## src/rtl/uart_thre_irq.sv

```systemverilog
module uart_thre_irq #(
  parameter int DEPTH = 16,
  parameter int LVL_W = $clog2(DEPTH + 1),
  parameter int DLY_W = 4
) (
  input  logic             clk,
  input  logic             rst_n,
  input  logic             fifo_on,
  input  logic             tx_irq_en,
  input  logic [LVL_W-1:0] tx_level,
  input  logic             tx_push,
  input  logic             id_read,
  input  logic             bit_tick,
  input  logic [1:0]       char_bits,
  input  logic             parity_on,
  input  logic             two_stop,
  input  logic             src_line,
  input  logic             src_rxdata,
  input  logic             src_rxtimeout,
  input  logic             src_modem,
  output logic             tx_empty_irq,
  output logic [3:0]       irq_id,
  output logic             irq_any
);

  logic             pend, empty_q, pair_seen, first_free, fifo_on_q;
  logic [DLY_W-1:0] dly;

  logic is_empty, went_empty, enabled, fire_free, fire_now, fire_late;
  logic cancel, clr, tx_reported;
  logic [DLY_W-1:0] frame_len;

  assign is_empty   = (tx_level == '0);
  assign went_empty = is_empty && !empty_q;
  assign enabled    = fifo_on && tx_irq_en;
  assign fire_free  = first_free && is_empty && enabled;
  assign fire_now   = went_empty && pair_seen;
  assign cancel     = tx_push || !is_empty;
  assign fire_late  = (dly == DLY_W'(1)) && bit_tick && !cancel;
  assign frame_len  = DLY_W'(5) + DLY_W'(char_bits) + DLY_W'(parity_on)
                    + (two_stop ? DLY_W'(2) : DLY_W'(1));

  assign tx_empty_irq = pend && enabled;
  assign tx_reported  = tx_empty_irq && !src_line && !src_rxdata && !src_rxtimeout;
  assign clr          = tx_push || (id_read && tx_reported);

  always_comb begin
    if (src_line)           irq_id = 4'h6;
    else if (src_rxdata)    irq_id = 4'h4;
    else if (src_rxtimeout) irq_id = 4'hC;
    else if (tx_empty_irq)  irq_id = 4'h2;
    else if (src_modem)     irq_id = 4'h0;
    else                    irq_id = 4'h1;
  end
  assign irq_any = !irq_id[0];

  always_ff @(posedge clk) begin
    if (!rst_n) begin
      empty_q    <= 1'b1;
      fifo_on_q  <= 1'b0;
      pair_seen  <= 1'b0;
      first_free <= 1'b0;
      pend       <= 1'b0;
      dly        <= '0;
    end else begin
      empty_q   <= is_empty;
      fifo_on_q <= fifo_on;

      if (fifo_on != fifo_on_q) first_free <= 1'b1;
      else if (fire_free)       first_free <= 1'b0;

      if (fire_now || fire_free || fire_late) pair_seen <= 1'b0;
      else if (tx_level >= LVL_W'(2))         pair_seen <= 1'b1;

      if (cancel || fire_free || fire_now || (fifo_on != fifo_on_q))
        dly <= '0;
      else if (went_empty)
        dly <= frame_len;
      else if (bit_tick && dly != '0)
        dly <= dly - DLY_W'(1);

      if (clr)                                pend <= 1'b0;
      else if (fire_now || fire_free || fire_late) pend <= 1'b1;
    end
  end

endmodule

```

## config.mk

```make
export PLATFORM = sky130hd
export DESIGN_NAME = uart_thre_irq
export DESIGN_NICKNAME = d
export VERILOG_FILES = /design/src/rtl/uart_thre_irq.sv
export SDC_FILE = /design/constraint.sdc
export NUM_CORES = 1
export LEC_CHECK = 0
export BUFFER_PORTS_ARGS = -buffer_cell sky130_fd_sc_hd__buf_4
export CAP_MARGIN = 25
export CORE_MARGIN = 10
export CORE_UTILIZATION = 35
export CTS_CLUSTER_DIAMETER = 60
export DETAILED_ROUTE_END_ITERATION = 12
export GPL_TIMING_DRIVEN = 0
export PLACE_DENSITY = 0.58
export REMOVE_ABC_BUFFERS = 1
export SLEW_MARGIN = 20
export SYNTH_ARGS = -nofsm -noshare
export SYNTH_HDL_FRONTEND = slang
export SYNTH_SLANG_ARGS = --single-unit
export TNS_END_PERCENT = 50
```

## constraint.sdc

```tcl
create_clock -name clk -period 3.2 [get_ports clk]
set_input_delay 0.32 -clock clk [delete_from_list [all_inputs] [get_ports clk]]
set_output_delay 0.32 -clock clk [all_outputs]
set_load 0.05 [all_outputs]
```

Yosys cells after proc, flatten, opt, wreduce, memory -nomap -nowiden
Cells that the tools add are included.
{ "word_totals": {"input_bits": 20, "out_inout_bits": 6, "ff_bits": 9, "n_memories": 0, "mem_bits_rw": 0, "wordCells": 58, "latchBits": 0, "romBits": 0} }
{ "classes": {"magnitude_cmp": 1, "div": 0, "n_bitwise": 1, "n_addsub": 4, "reduce_logical": 34, "eq_ne": 2, "n_mux": 10, "shift": 0, "mul": 0} }
{ "op_table": {"columns": ["cell", "count"], "rows": [
  ["$mux 4", 5],
  ["$logic_and 1x1->1", 13],
  ["$logic_not 1->1", 7],
  ["$logic_or 1x1->1", 7],
  ["$reduce_or 2->1", 3],
  ["$ge 5x2->1 const B", 1],
  ["$logic_not 5->1", 1],
  ["$add 3x2->4 const A", 1],
  ["$add 4x1->4", 1],
  ["$add 4x2->4", 1],
  ["$eq 4x1->1 const B", 1],
  ["$mux 2", 2],
  ["$reduce_bool 2->1", 2],
  ["$reduce_bool 4->1", 1],
  ["$sub 4x1->4 const B", 1],
  ["$mux 1", 3],
  ["$ne 1x1->1", 1],
  ["$not 1->1", 1]
]} }

Logic depth before layout (Yosys ltp)
{ "depth": {"depth_word": 8, "depth_mapped": 8, "ltp_nobuf": 8} }

Worst setup path after synthesis
No wires, ideal clock.
{ "synth_path": {"kind": "input port to output port", "start": "input src_rxdata", "end": "output irq_id[0]", "path_slack_ns": 0.912, "path_stages": 3, "path_buffers": 0, "t_arrival_ns": 1.968, "required_ns": 2.880, "path_cell_list": "or3_1 > or3_1 > inv_1"} }
{ "synth_between": {"elab_chain_cells": 2} }
{ "synth_lines": {"columns": ["item", "line", "rtl"], "rows": [
  ["from (decl)", "18", "input logic src_rxdata,"],
  ["$mux 4", "49", "else if (src_rxdata) irq_id = 4'h4;"],
  ["$mux 4", "48", "if (src_line) irq_id = 4'h6;"],
  ["to (decl)", "22", "output logic [3:0] irq_id,"]
]} }
No other way between the ends.

Final worst setup path
Same ends and word-level chain as after synthesis.

==> run metrics <==
Area contributors post-synth dfxtp_1 29%, ha_1 10%, fa_1 6.4%, inv_1 5.4%, a211oi_1 4.8%; Req. time, crit path approximately 2.9 ns; Via density slightly below 5; Final #Nets 128; Warnings, synthesis 0; Congestion Overflow GR 0; vias in the first global route just over 600; Final Wtd Congestion 0.7574; CP max stage delay 0.39 ns; pre-CTS WS 1.394 ns; Setup TNS 0 ns; Seq/Total Area, Yosys between 20 and 30%; Cell Rows 15; Worst-path clk slew ~0.060 ns; crit start category input port; total wire length roughly 1500 µm; Avg WL per Cell approximately 12 µm; Post-synth top flop dfxtp_1; Yosys reg bits 9; TritonCTS clock tree yes; Pleak slightly below 0.0004 µW; Bufs and invs on worst path 3; post-synthesis cell type count 31; io pins 26; FF+latch area around 180 µm²; CP arrival around 1.4 ns; Core Region about 1700 µm²; Synth Cell Area between 600 and 700 µm²; # diodes 0; Period minus WS final 1.735 ns; Final setup violation count 0; Post-synth EDFFs 0; Root Driver clkbuf_4; RSZ-0062 raised after global routing false; P&R area growth vs syn 38.25%; DRC 0; IO Port Bufs 25; fmax 0.5762 GHz; normalized max-slew margin about four fifths; post-cts sizing count 0; Global Route Usage Sum under 10%; setup ws final approximately 1.5 ns; fraction of registers with async set or reset after synthesis 0%; first-pass GRT wire length ~2500 µm; Die ar. 3889 µm²; Syn Area/Cell just under 9 µm²; remaining antenna violation count after routing 0; initial core utilization 36.78%; cell count after synthesis slightly above 70; initial antenna violation count 0; Post-CTS Setup Bufs 0; delay-heaviest family, CP simple AND/OR/NAND/NOR gates; Clock H-tree levels 1; vias 607; DR pass1 iterations 2; crit-path max FO 3; clk_lat worst skew between 0.2 and 0.3 ns; hold_buf cts 0; status complete, no violations; worst path cell trace buf_4 > or3_1 > or3_1 > inv_1 > buf_4; clock skew 0.004801 ns; Worst Hold Class in2reg; final worst path period share a little over half; pwr/cell area slightly above 300 nW/µm²; CTS max path bufs 2; Slew Limit Fails 0; post-synth top area cell dfxtp_1; die width ~62 µm; Iter 0 DRT Violations 5; # fillers about 160; peak supply drop 178.2 µV; Crit Path Category in2out; endpoint class of the critical path output pin; die height approximately 62 µm; dpl hpwl between 1000 and 1500 µm; CTS Buf Count 3; Final Hold Vio Count 0; Slowest-stage cell, CP or3_1; MaxCap Viol Count 0; Sink Count 9; layout cells sized above 1 about 32%; Multi-input gate area 409.1 µm²; maximum number of pins on one net before global-route repair 7; share of the synthesized area in the top cell type between 20% and 30%; Worst Tran Pin Value approximately 0.30 ns
## power breakdown
| part | switching [µW] | internal (µW) |
|---|---|---|
| sequential | 2.00 | 116 |
| clock | 35.7 | 47.8 |
| combinational | 30.8 | 30.6 |
| total | 68.5 | 194 |
## cells by family (layout without fill, tap and decap cells)
group	after synthesis	after routing	synth area share [%]
adder cells (fa/ha/maj)	7	7	16.33
buffers and inverters	10	38	6.174
AO/OA/AOI/OAI	16	16	18.73
AND/OR/NAND/NOR	27	27	25.90
flip-flops	9	9	28.68
XOR/XNOR	3	3	4.184
## synth_stat cells, types with 2 or more instances
| cell | number |
|---|---|
| ha_1 | 5 |
| o21ai_0 | 2 |
| nor3_2 | 2 |
| nor3b_1 | 2 |
| a211oi_1 | 4 |
| inv_1 | 9 |
| dfxtp_1 | 9 |
| nand3_1 | 2 |
| nor2_1 | 7 |
| nand2_1 | 4 |
| a21oi_1 | 3 |
| fa_1 | 2 |
| or3_1 | 2 |
| xor2_1 | 2 |
## stage by stage
step	std cells	power (µW)	hold slack [ns]	util [%]	instance area, µm²
6_report	125	262.5	0.2508	50.84	868.3
2_1_floorplan	71	150.8	0.3962	-	623.1
3_5_place_dp	121	182.0	0.4547	49.30	842.1
3_3_place_gp	121	181.2	0.4519	49.30	842.1
4_1_cts	125	267.3	0.2420	50.84	868.3
5_1_grt	125	281.1	0.2486	50.84	868.3
## cell type report
class	count	area share (%)
clock buffer	4	3.026
inverter	9	3.890
multi-input combinational	53	47.12
sequential	9	20.75
tap	25	3.602
timing repair buffer	25	21.61
## flip-flops by register name, indices dropped and copies added, names as in the netlist
name        cells
dly             4
empty_q         1
pair_seen       1
pend            1
fifo_on_q       1
first_free      1
## worst reg2reg max path, stage by stage, from the launching register on
cell	delay (ns)
dfxtp_1	0.32
inv_1	0.09
ha_1	0.19
or3b_1	0.40
a311o_1	0.36
a21oi_1	0.11
## path summary, 6_finish.rpt
check | to | slack (ns) | start | cells after the start
setup / recovery | irq_id[0] | 1.46 | src_rxdata | 5
hold / removal | pend$_SDFFE_PP0P_ | 0.25 | id_read | 2
setup reg to reg | dly[1]$_SDFFE_PP0P_ | 1.67 | dly[0]$_SDFFE_PP0P_ | 5
hold reg to reg | pend$_SDFFE_PP0P_ | 0.46 | pend$_SDFFE_PP0P_ | 2
## cells in the final DEF, fill, tap and decap left out, drive strengths merged, types with 2 or more instances in the layout
cell,n
nor2,7
clkbuf,4
nand3,2
xor2,2
fa,2
nor3b,2
buf,25
o21ai,2
nor3,3
a21oi,3
inv,9
ha,5
dfxtp,9
nand2,4
or3,3
a211oi,4
## metal layers
metal / up-vias / routed length, µm / GRT usage [%]
met4: 0 / 25 / 5.028
met5: - / 0 / 0
met3: 2 / 68 / 2.330
met1: 267 / 732 / 9.350
met2: 21 / 647 / 11.54
li1: 317 / - / -
Note: power is estimated with default switching activity, not from simulation.
